[src/rtl/fl_poll_pkg.sv]
package fl_poll_pkg;

    typedef enum logic [1:0] {
        PST_IDLE    = 2'd0,
        PST_FIRST   = 2'd1,
        PST_SECOND  = 2'd2,
        PST_CONFIRM = 2'd3
    } poll_state_e;

    typedef enum logic [1:0] {
        VD_READ_ON = 2'd0,
        VD_PASS    = 2'd1,
        VD_FAIL    = 2'd2,
        VD_TIMEOUT = 2'd3
    } poll_verdict_e;

    typedef struct packed {
        logic tog;
        logic err;
    } poll_sample_t;

    function automatic logic sample_flipped(poll_sample_t a, poll_sample_t b);
        return a.tog ^ b.tog;
    endfunction

    function automatic logic verdict_final(poll_verdict_e v);
        return v != VD_READ_ON;
    endfunction

endpackage

[src/rtl/fl_poll_rdport.sv]
module fl_poll_rdport
    import fl_poll_pkg::*;
#(
    parameter int ADDR_W  = 20,
    parameter int DATA_W  = 8,
    parameter int TOG_POS = 6,
    parameter int ERR_POS = 5
) (
    input  logic              clk,
    input  logic              rst,
    input  logic              load,
    input  logic [ADDR_W-1:0] load_addr,
    input  logic              reading,
    input  logic              rd_ack,
    input  logic [DATA_W-1:0] rd_data,
    output logic              rd_req,
    output logic [ADDR_W-1:0] rd_addr,
    output logic              hit,
    output poll_sample_t      sample
);

    logic [ADDR_W-1:0] addr_q;
    logic              unused_data_bits;

    always_ff @(posedge clk) begin
        if (rst) begin
            addr_q <= '0;
        end else if (load) begin
            addr_q <= load_addr;
        end
    end

    assign rd_req     = reading;
    assign rd_addr    = addr_q;
    assign hit        = reading & rd_ack;
    assign sample.tog = rd_data[TOG_POS];
    assign sample.err = rd_data[ERR_POS];

    assign unused_data_bits = ^rd_data;

endmodule

[src/rtl/fl_poll_budget.sv]
module fl_poll_budget #(
    parameter int CNT_W     = 16,
    parameter int MAX_POLLS = 1000
) (
    input  logic             clk,
    input  logic             rst,
    input  logic             clear,
    input  logic             bump,
    output logic [CNT_W-1:0] count,
    output logic             last_allowed
);

    localparam logic [CNT_W-1:0] LAST_IDX = CNT_W'(MAX_POLLS - 1);
    localparam logic [CNT_W-1:0] CNT_TOP  = {CNT_W{1'b1}};

    logic [CNT_W-1:0] count_q;

    always_ff @(posedge clk) begin
        if (rst || clear) begin
            count_q <= '0;
        end else if (bump && (count_q != CNT_TOP)) begin
            count_q <= count_q + 1'b1;
        end
    end

    assign count        = count_q;
    assign last_allowed = (count_q >= LAST_IDX);

endmodule

[src/rtl/fl_poll_ctrl.sv]
module fl_poll_ctrl
    import fl_poll_pkg::*;
(
    input  logic         clk,
    input  logic         rst,
    input  logic         start,
    input  logic         hit,
    input  poll_sample_t sample,
    input  logic         last_allowed,
    output logic         load,
    output logic         reading,
    output logic         busy,
    output logic         done,
    output logic         pass_fail,
    output logic         timeout
);

    poll_state_e   state_q, state_d;
    poll_verdict_e verdict;
    poll_sample_t  ref_q;
    logic          launch;
    logic          finish;
    logic          done_q, pass_q, tout_q;

    assign launch = start && (state_q == PST_IDLE);

    always_comb begin
        verdict = VD_READ_ON;
        unique case (state_q)
            PST_FIRST: begin
                verdict = last_allowed ? VD_TIMEOUT : VD_READ_ON;
            end
            PST_SECOND: begin
                if (!sample_flipped(ref_q, sample)) begin
                    verdict = VD_PASS;
                end else if (last_allowed) begin
                    verdict = VD_TIMEOUT;
                end else begin
                    verdict = VD_READ_ON;
                end
            end
            PST_CONFIRM: begin
                verdict = sample_flipped(ref_q, sample) ? VD_FAIL : VD_PASS;
            end
            default: verdict = VD_READ_ON;
        endcase
    end

    assign finish = hit && verdict_final(verdict);

    always_comb begin
        state_d = state_q;
        unique case (state_q)
            PST_IDLE: begin
                if (launch) state_d = PST_FIRST;
            end
            PST_FIRST: begin
                if (hit) state_d = finish ? PST_IDLE : PST_SECOND;
            end
            PST_SECOND: begin
                if (hit) begin
                    if (finish)          state_d = PST_IDLE;
                    else if (sample.err) state_d = PST_CONFIRM;
                    else                 state_d = PST_FIRST;
                end
            end
            PST_CONFIRM: begin
                if (hit) state_d = PST_IDLE;
            end
            default: state_d = PST_IDLE;
        endcase
    end

    always_ff @(posedge clk) begin
        if (rst) begin
            state_q <= PST_IDLE;
            ref_q   <= '0;
            done_q  <= 1'b0;
            pass_q  <= 1'b0;
            tout_q  <= 1'b0;
        end else begin
            state_q <= state_d;
            done_q  <= finish;
            if (hit && (state_q != PST_CONFIRM)) begin
                ref_q <= sample;
            end
            if (launch) begin
                pass_q <= 1'b0;
                tout_q <= 1'b0;
            end else if (finish) begin
                pass_q <= (verdict == VD_PASS);
                tout_q <= (verdict == VD_TIMEOUT);
            end
        end
    end

    assign load      = launch;
    assign reading   = (state_q != PST_IDLE);
    assign busy      = (state_q != PST_IDLE);
    assign done      = done_q;
    assign pass_fail = pass_q;
    assign timeout   = tout_q;

endmodule

[src/rtl/fl_toggle_poll.sv]
module fl_toggle_poll
    import fl_poll_pkg::*;
#(
    parameter int ADDR_W    = 20,
    parameter int DATA_W    = 8,
    parameter int CNT_W     = 16,
    parameter int MAX_POLLS = 1000,
    parameter int TOG_POS   = 6,
    parameter int ERR_POS   = 5
) (
    input  logic              clk,
    input  logic              rst,
    input  logic              start,
    input  logic [ADDR_W-1:0] start_addr,
    output logic              rd_req,
    output logic [ADDR_W-1:0] rd_addr,
    input  logic              rd_ack,
    input  logic [DATA_W-1:0] rd_data,
    output logic              busy,
    output logic              done,
    output logic              pass_fail,
    output logic              timeout,
    output logic [CNT_W-1:0]  poll_count
);

    logic         load;
    logic         reading;
    logic         hit;
    logic         last_allowed;
    poll_sample_t sample;

    fl_poll_rdport #(
        .ADDR_W (ADDR_W),
        .DATA_W (DATA_W),
        .TOG_POS(TOG_POS),
        .ERR_POS(ERR_POS)
    ) u_port (
        .clk      (clk),
        .rst      (rst),
        .load     (load),
        .load_addr(start_addr),
        .reading  (reading),
        .rd_ack   (rd_ack),
        .rd_data  (rd_data),
        .rd_req   (rd_req),
        .rd_addr  (rd_addr),
        .hit      (hit),
        .sample   (sample)
    );

    fl_poll_budget #(
        .CNT_W    (CNT_W),
        .MAX_POLLS(MAX_POLLS)
    ) u_budget (
        .clk         (clk),
        .rst         (rst),
        .clear       (load),
        .bump        (hit),
        .count       (poll_count),
        .last_allowed(last_allowed)
    );

    fl_poll_ctrl u_ctrl (
        .clk         (clk),
        .rst         (rst),
        .start       (start),
        .hit         (hit),
        .sample      (sample),
        .last_allowed(last_allowed),
        .load        (load),
        .reading     (reading),
        .busy        (busy),
        .done        (done),
        .pass_fail   (pass_fail),
        .timeout     (timeout)
    );

endmodule

[config.mk]
export PLATFORM = sky130hd
export DESIGN_NAME = fl_toggle_poll
export DESIGN_NICKNAME = d
export VERILOG_FILES = /design/src/rtl/fl_poll_pkg.sv /design/src/rtl/fl_poll_rdport.sv /design/src/rtl/fl_poll_budget.sv /design/src/rtl/fl_poll_ctrl.sv /design/src/rtl/fl_toggle_poll.sv
export SDC_FILE = /design/constraint.sdc
export NUM_CORES = 1
export LEC_CHECK = 0
export BUFFER_PORTS_ARGS = -buffer_cell sky130_fd_sc_hd__buf_4
export CAP_MARGIN = 5
export CORE_MARGIN = 8
export CORE_UTILIZATION = 44
export DETAILED_ROUTE_END_ITERATION = 10
export PLACE_DENSITY_LB_ADDON = 0.1
export REMOVE_ABC_BUFFERS = 1
export SYNTH_ARGS = -nofsm -noshare
export SYNTH_HDL_FRONTEND = slang
export SYNTH_HIERARCHICAL = 1
export SYNTH_SLANG_ARGS = --single-unit
export TNS_END_PERCENT = 10
[constraint.sdc]
create_clock -name clk -period 2.3 [get_ports clk]
set_clock_uncertainty 0.2 [all_clocks]
set_input_delay 0.345 -clock clk [delete_from_list [all_inputs] [get_ports clk]]
set_output_delay 0.345 -clock clk [all_outputs]
set_load 0.005 [all_outputs]
==> results of run 1 <==
[per-layer routing]
metal	wire (um)	vias up	part of all wire, %	GRT usage [%]
met1	2051	790	45	16.51
li1	-	873	-	-
met2	2083	47	46	21.31
met5	0	-	0	0
met4	19	0	0.42	2.632
met3	418	2	9.1	5.799
[synthesized netlist by cell type, types with 2 or more instances]
cell | count | area share (%)
nand4_2 | 2 | 1.3
and3_1 | 4 | 1.3
or3_1 | 9 | 2.9
nor2b_1 | 3 | 0.98
nand3_1 | 6 | 1.6
inv_1 | 6 | 1.2
o311ai_0 | 2 | 0.92
or2_2 | 2 | 0.65
o21ai_0 | 10 | 2.6
o31ai_1 | 2 | 0.79
nor3_1 | 2 | 0.52
o41ai_1 | 2 | 0.92
or4_1 | 2 | 0.79
buf_6 | 2 | 1.2
mux2i_1 | 22 | 12
o211ai_1 | 2 | 0.79
nand3b_1 | 2 | 0.79
nor2_1 | 26 | 5.1
clkbuf_1 | 4 | 0.79
buf_2 | 2 | 0.52
buf_4 | 4 | 1.6
and4_1 | 2 | 0.92
dfxtp_1 | 42 | 44
nand2_1 | 7 | 1.4
a21oi_1 | 13 | 3.4
nand4_1 | 3 | 0.98
[registers in the layout, summed over array words and instances, names as in the netlist]
register and flops:
u_port/rd_addr 20, u_ctrl/timeout 1, u_ctrl/done 1, u_budget/count 16
u_ctrl/state_q 2, u_ctrl/pass_fail 1, u_ctrl/ref_q 1
[final timing paths]
| check | startpoint | endpoint | slack [ns] |
|---|---|---|---|
| setup / recovery | u_budget/count[0] | u_budget/count[2] | 0.21 |
| hold / removal | start_addr[11] | u_port/rd_addr[11] | 0.09 |
| setup reg to reg | u_budget/count[0] | u_budget/count[2] | 0.21 |
| hold reg to reg | u_ctrl/pass_fail | u_ctrl/pass_fail | 0.29 |
[metrics by stage]
step | std cells | setup slack (ns) | hold WS (ns) | total power [mW]
3_3_place_gp | 316 | 0.2492 | 0.2749 | 0.9991
4_1_cts | 324 | 0.2183 | 0.08897 | 1.481
2_1_floorplan | 191 | 0.1293 | 0.2166 | 0.8850
6_report | 324 | 0.2102 | 0.09500 | 1.459
3_5_place_dp | 316 | 0.2414 | 0.2832 | 1.002
5_1_grt | 324 | 0.05133 | 0.09281 | 1.532
[power by group through the flow]
stage	clock network (mW)	logic [mW]	registers [mW]
floorplan	0	0.0928	0.792
global placement	0	0.212	0.787
detailed placement	0	0.214	0.787
finish	0.477	0.211	0.771
CTS	0.495	0.215	0.771
global route	0.524	0.233	0.775
[final cells by class]
| type | instances | area [um2] |
|---|---|---|
| fill | 397 | 1725 |
| multi-input combinational | 143 | 970.9 |
| sequential | 42 | 840.8 |
| timing repair buffer | 73 | 548.0 |
| clock buffer | 7 | 86.33 |
| tap | 52 | 65.06 |
| inverter | 6 | 22.52 |
| clock inverter | 1 | 5.005 |
[cell families (layout without fill, tap and decap cells)]
logic type                 after synthesis  count (layout)  share of synthesized area, %
and+or+nand+nor                         76              76                         22.12
DFF                                     42              42                         43.98
AOI/OAI and AO/OA                       41              41                         14.73
muxes                                   22              22                         11.52
buffers and inverters                   18              87                         5.235
xor gates and xnor gates                 3               3                         1.767
adders and majority gates                1               1                        0.6543
[worst max-delay path: stages (launching register included)]
cell and delay [ns]:
dfxtp_1 0.39, ha_1 0.27, nand4_2 0.23, o41ai_4 0.59, o21ai_0 0.18, a21oi_1 0.16
==> run_results.csv, run 1 <==
group,metric,value,unit
run_status,outcome,"completed",
power_and_ir_drop,p_sw_share,23.70,%
run,drv_cap,0,
route,routed_wl,4572,um
yosys,ys_seq_area_share,43.98,%
floorplan,die_w,81.92,um
critical_path,cp.required,2.31,ns
worst_hold_path,worstHoldPathCells,3,
route,drc,0,
cells_and_area,utilization,59.54,%
critical_path,crit_fanout,9,
yosys,synthCells,203,
clocking,ctsResizeCount,0,
power_and_ir_drop,clock_power_share,32.7,%
route,ant_nets,0,
sta,worst_slew_pin_slew,0.4977,ns
critical_path,cp-start-kind,"flop",
sta,timing.final.hold_violations,0,
power_and_ir_drop,pwr-share-comb,14.4,%
cells_and_area,drive_above_1_share,33.09,%
sta,fin_tns_setup,0,ns
worst_hold_path,hp-class,"input pin to flop",
floorplan,io-pin-count,73,
floorplan,die_h,81.92,um
critical_path,endpoint_kind,"flop",
grt,grt_pass1_vias,1582,
place,dp_hpwl,3436,um
critical_path,r2r_cells,5,
sta,rsz0062_at_grt,"false",
critical_path,criticalPathCategory,"flop to flop",
power_and_ir_drop,p_sw,0.3457,mW
sta,fin_crit,2.090,ns
sta,setup_viol,0,
power_and_ir_drop,leakagePower,1.085,nW
route,wl_per_cell,14.11,um
grt,grt_pass1_wl,7245,um
route,drtPass1Iterations,4,
clocking,clk_transition_reported_paths,0.08,ns
power_and_ir_drop,pwr_density_cell,574.6,mW/mm2
clocking,clockRootBuffer,"clkbuf_8",
yosys,synth_top_flop_cell,"dfxtp_1",
cells_and_area,layout.nets,304,
sta,slew_headroom,66.71,%
clocking,cts_buffer_depth,2,
yosys,yosysWarnings,6,
power_and_ir_drop,p_int,1.113,mW
clocking,cts_tree,"done",
clocking,htree_num_levels,2,
yosys,ys_seq_elements,42,
sta,fmax,0.4785,GHz
power_and_ir_drop,vdd_ir_drop_max,493.5,uV
clocking,clk_latency,0.28,ns
yosys,syn_area,0.001912,mm2
sta,drv_slew,0,
cells_and_area,diodes,0,
floorplan,start_util,44.84,%
route,viasPerCell,5.284,
yosys,avgSynthCellArea,9.418,um2
grt,grt_max_degree,31,
critical_path,arrival,2.10,ns
clocking,cts_setup_buffers,0,
cells_and_area,layout_common_cells,"73 x buf_4, 42 x dfxtp_1, 26 x nor2_1",
place,dpl_cell_area,0.002447,mm2
yosys,ys_async_sr_fraction,0,%
route,drtIter0Drc,82,
grt,grt_usage,13.41,%
clocking,numCtsBuffers,5,
floorplan,core_area,0.004264,mm2
floorplan,rows,24,
sta,period_share,90.86,%
cells_and_area,final_area,0.002539,mm2
place,gp_congestion,0.7764,
floorplan,die_area,0.006710,mm2
grt,grt_overflow,0,
route,num_vias,1712,
yosys,synth_edf_count,0,
grt,antenna_found_initial,0,
yosys,yosys.cell_types.count,46,
power_and_ir_drop,pwr-share-seq,52.8,%
cells_and_area,final_common_cell,"buf_4",
clocking,ctsHoldBuffers,0,
cells_and_area,area_delta_synth_final,32.79,%
place,port_buffers,66,
clocking,clock-sinks,42,
No activity file was read; power rests on OpenSTA's default activity.
==> run 2: changes to the inputs <==
Settings changed: CORE_UTILIZATION 44 to 52.
Clock period 2.3 ns to 2.5 ns, I/O delays scaled along.
==> run_results.csv, run 2 (synthesis gave the netlist of run 1 again) <==
group,metric,value,unit
sta,fin_crit,2.186,ns
cells_and_area,largest_register_ffs,20,
floorplan,die_area,0.005873,mm2
grt,antenna_found_initial,0,
critical_path,cp-start-kind,"flop",
sta,period_share,87.43,%
cells_and_area,drive_above_1_share,31.46,%
floorplan,core_area,0.003606,mm2
cells_and_area,diodes,0,
floorplan,io-pin-count,73,
floorplan,rows,22,
cells_and_area,utilization,69.64,%
clocking,htree_num_levels,2,
clocking,clock-sinks,42,
route,wl_met2,2134,um
route,wl_per_cell,14.33,um
grt,grt_pass1_wl,7458,um
route,drtIter0Drc,98,
clocking,clockRootBuffer,"clkbuf_8",
clocking,clk_transition_reported_paths,0.08,ns
place,dp_hpwl,3307,um
power_and_ir_drop,leakagePower,1.063,nW
run_status,outcome,"completed",
run,drv_cap,0,
critical_path,critPathBufInv,0,
sta,setup_viol,0,
grt,grt_max_degree,31,
cells_and_area,area_delta_synth_final,31.35,%
place,gp_congestion,0.7933,
route,highest_layer,"met4",
critical_path,worstPathCellList,"or2_2, and2_1, and3_1, nand3_2, or4_1, a21oi_1",
critical_path,max_stage_delay,0.50,ns
worst_hold_path,hp-class,"input pin to flop",
clocking,cts_tree,"done",
sta,timing.final.hold_violations,0,
clocking,cts_setup_buffers,0,
clocking,numCtsBuffers,5,
floorplan,die_h,76.64,um
critical_path,arrival,2.20,ns
grt,grt_usage,15.20,%
route,routedLengthMet1,2010,um
clocking,ctsResizeCount,0,
cells_and_area,final_common_cell,"buf_4",
route,drtPass1Iterations,4,
sta,fin_tns_setup,0,ns
grt,grt_overflow,0,
floorplan,start_util,53.02,%
sta,slew_headroom,59.52,%
grt,grt_pass1_vias,1639,
cells_and_area,layout_common_cells,"68 x buf_4, 42 x dfxtp_1, 26 x nor2_1",
sta,fmax,0.4575,GHz
critical_path,endpoint_kind,"flop",
route,num_vias,1678,
place,port_buffers,66,
route,routed_wl,4514,um
clocking,clk_latency,0.29,ns
critical_path,criticalPathCategory,"flop to flop",
place,dpl_cell_area,0.002405,mm2
power_and_ir_drop,vdd_ir_drop_max,404.0,uV
sta,drv_slew,0,
floorplan,die_w,76.64,um
critical_path,cp_top_family,"simple AND/OR/NAND/NOR gates",
power_and_ir_drop,pwr_density_cell,562.5,mW/mm2
route,ant_nets,0,
cells_and_area,layout.nets,299,
cells_and_area,final_area,0.002511,mm2
route,wl_met3,297,um
sta,worst_slew_pin_slew,0.6021,ns
clocking,ctsHoldBuffers,0,
route,drc,0,
critical_path,slowest_stage,"or4_1",
sta,rsz0062_at_grt,"false",
critical_path,cp.required,2.52,ns
power_and_ir_drop,total_power,1.413,mW
route,viasPerCell,5.327,
critical_path,crit_fanout,10,
clocking,cts_buffer_depth,2,
-- run 2: report_power, final --
part           total, mW  leakage, nW  switching [mW]  internal, mW
clock network      0.517       0.0524           0.218         0.299
logic              0.183        0.668          0.0814         0.102
registers          0.713        0.342          0.0175         0.695
total               1.41         1.06           0.317          1.10
-- run 2: worst reg2reg max path: stages, from the launching register on --
cell and delay, ns:
dfxtp_1 0.49, or2_2 0.19, and2_1 0.14, and3_1 0.26
nand3_2 0.19, or4_1 0.50, a21oi_1 0.16
-- run 2: area by class of cell --
cell class	count	area (um2)
clock inverter	1	30.03
sequential	42	840.8
clock buffer	7	76.32
multi-input combinational	143	970.9
timing repair buffer	68	510.5
tap	48	60.06
inverter	6	22.52
fill	301	1095
-- run 2: final timing paths --
check	startpoint	to	slack (ns)	depth (start not counted)
hold / removal	start_addr[5]	u_port/rd_addr[5]	0.12	3
setup / recovery	u_ctrl/state_q[1]	u_budget/count[9]	0.31	6
setup reg to reg	u_ctrl/state_q[1]	u_budget/count[9]	0.31	6
hold reg to reg	u_port/rd_addr[11]	u_port/rd_addr[11]	0.30	2
-- run 2: metal layers --
| layer | GRT usage [%] | vias up |
|---|---|---|
| li1 | - | 861 |
| met1 | 16.04 | 768 |
| met2 | 26.05 | 41 |
| met3 | 6.132 | 8 |
| met4 | 6.538 | 0 |
| met5 | 0 | - |
-- run 2: through the flow --
stage               hold slack (ns)  instances  setup WS, ns
detailed placement           0.2822        307        0.3583
CTS                          0.1166        315        0.3287
floorplan                    0.2466        191        0.3293
global route                 0.1136        315        0.1585
global placement             0.2740        307        0.3842
finish                       0.1191        315        0.3143
==> run 3: changes to the inputs <==
Settings changed: ABC_AREA set to 1, CORE_UTILIZATION 52 to 50.
Clock period 2.5 ns to 2.45 ns, I/O delays scaled along.
==> run_results.csv, run 3 <==
group,metric,value,unit
critical_path,r2r_start,"u_ctrl/state_q[0]",
worst_hold_path,hp-class,"input pin to flop",
sta,drv_slew,0,
critical_path,cp-start-kind,"flop",
route,wl_met3,543,um
yosys,synth_area_leader_cell,"dfxtp_1",
clocking,clk_latency,0.28,ns
grt,grt_max_degree,41,
yosys,yosys.cell_types.count,25,
clocking,cts_buffer_depth,2,
sta,fin_tns_setup,0,ns
sta,fmax,0.4924,GHz
route,highest_layer,"met4",
route,drtPass1Iterations,5,
yosys,yosysWarnings,6,
sta,period_share,82.90,%
power_and_ir_drop,vdd_ir_drop_max,387.3,uV
sta,hold_slack,0.07189,ns
cells_and_area,layout_common_cells,"97 x nand2_1, 75 x nor2_1, 68 x buf_4",
floorplan,start_util,51.52,%
critical_path,crit_fanout,11,
yosys,yosys-top-cells-count,"97 x nand2_1, 75 x nor2_1, 42 x dfxtp_1",
yosys,ys_async_sr_fraction,0,%
sta,rsz0062_at_grt,"false",
sta,slew_headroom,58.27,%
floorplan,die_h,82.52,um
grt,grt_usage,16.10,%
clocking,ctsResizeCount,0,
yosys,synth_top_flop_cell,"dfxtp_1",
worst_hold_path,min_from,"rst",
floorplan,rows,24,
route,num_vias,2157,
yosys,synthDominantCellAreaShare,38.01,%
cells_and_area,diodes,0,
cells_and_area,area_delta_synth_final,25.51,%
grt,grt_overflow,0,
critical_path,cp.required,2.47,ns
route,routedLengthMet1,2253,um
critical_path,worstPathCellList,"inv_2, nand2_4, nand2_1, inv_1, inv_1, nor2_2, nand2_1, a21oi_1",
route,wl_met2,2348,um
yosys,syn_area,0.002212,mm2
critical_path,crit_path_start,"u_ctrl/state_q[0]",
cells_and_area,largest_register_ffs,20,
place,port_buffers,66,
route,viasPerCell,4.730,
floorplan,io-pin-count,73,
route,ant_nets,0,
sta,fin_crit,2.031,ns
cells_and_area,drive_above_1_share,23.27,%
critical_path,criticalPathCategory,"flop to flop",
run_status,outcome,"completed",
yosys,post-synth-top-count-cell,"nand2_1",
yosys,ys_seq_elements,42,
clocking,ctsHoldBuffers,0,
critical_path,critPathBufInv,3,
cells_and_area,final_common_cell,"nand2_1",
critical_path,endpoint_kind,"flop",
run,drv_cap,0,
route,drtIter0Drc,89,
clocking,clk_transition_reported_paths,0.07,ns
place,post-place-ws,0.4322,ns
clocking,clockRootBuffer,"clkbuf_8",
power_and_ir_drop,leakagePower,1.343,nW
yosys,synth_edf_count,0,
critical_path,cp_top_family,"buffers and inverters",
clocking,cts_tree,"done",
clocking,cts_setup_buffers,0,
sta,timing.final.hold_violations,0,
route,drc,0,
power_and_ir_drop,pwr_density_cell,576.5,mW/mm2
yosys,ys_seq_area_share,38.01,%
yosys,synthCells,342,
sta,setup_viol,0,
place,dp_hpwl,3934,um
floorplan,core_area,0.004294,mm2
sta,worst_slew_pin_slew,0.6252,ns
critical_path,max_stage_delay,0.46,ns
floorplan,die_area,0.006809,mm2
yosys,ys_top_cells_by_area,"dfxtp_1 38%, nand2_1 16%, nor2_1 13%",
critical_path,slowest_stage,"dfxtp_1",
grt,grt_pass1_vias,2058,
clocking,numCtsBuffers,5,
clocking,clock-sinks,42,
cells_and_area,layout.nets,438,
grt,grt_pass1_wl,8680,um
yosys,avgSynthCellArea,6.468,um2
place,gp_congestion,0.8557,
sta,layout_setup_ws,0.4190,ns
critical_path,arrival,2.05,ns
route,routed_wl,5191,um
route,wl_per_cell,11.38,um
clocking,htree_num_levels,2,
floorplan,die_w,82.52,um
grt,antenna_found_initial,0,
==> run 3: changes by cell type in the layout (fill, tap and decap cells not counted), moves of 5 or more <==
cell / previous run / this run
mux2i_1: 22 / 0
nor2_1: 26 / 75
nand3_1: 6 / 23
o21ai_0: 10 / 5
nand2_1: 7 / 97
or3_1: 9 / 0
inv_1: 6 / 39
==> run 3: cell families after synthesis <==
logic type	share of synthesized area, %
AND/OR/NAND/NOR	41.12
buffers and inverters	11.20
flip-flops	38.01
AO/OA/AOI/OAI	7.127
XOR/XNOR	1.980
adder cells (fa/ha/maj)	0.5655
==> run 3: worst paths after layout <==
| path | cells after the start | slack, ns | to |
|---|---|---|---|
| worst max-delay path | 8 | 0.42 | u_budget/count[4] |
| worst min-delay path | 2 | 0.07 | u_ctrl/state_q[1] |
| worst max register to register | 8 | 0.42 | u_budget/count[4] |
| worst min register to register | 2 | 0.27 | u_port/rd_addr[7] |
==> run 3: area by class of cell <==
cell class / count / area (um2)
sequential: 42 / 840.8
multi-input combinational: 247 / 1124
inverter: 41 / 153.9
clock buffer: 6 / 82.58
timing repair buffer: 68 / 510.5
tap: 52 / 65.06
fill: 412 / 1518
==> run 3: power by group <==
part / internal (mW) / switching (mW)
Sequential: 0.741 / 0.0392
Clock: 0.217 / 0.218
Combinational: 0.177 / 0.208
Total: 1.14 / 0.465
==> run 3: metrics by stage <==
step / std cells / instance area, um2 / total power [mW] / utilization [%]
global route: 456 / 2776 / 1.708 / 64.66
finish: 456 / 2776 / 1.601 / 64.66
global placement: 450 / 2694 / 1.178 / 62.73
floorplan: 330 / 2118 / 1.005 / -
detailed placement: 450 / 2694 / 1.185 / 62.73
CTS: 456 / 2776 / 1.624 / 64.66
==> run 3: worst register-to-register path, delay by kind of cell, from the launching register on <==
kind / cells / cell delay (ns)
and+or+nand+nor: 4 / 0.58
AOI/OAI and AO/OA: 1 / 0.13
DFF: 1 / 0.46
buffers and inverters: 3 / 0.59
==> run 3: routing by layer <==
layer  vias to the layer above  track usage (%)
met5                         -                0
met4                         0            5.172
met3                         4            8.442
met2                        55            27.17
met1                       933            16.98
li1                       1165                -
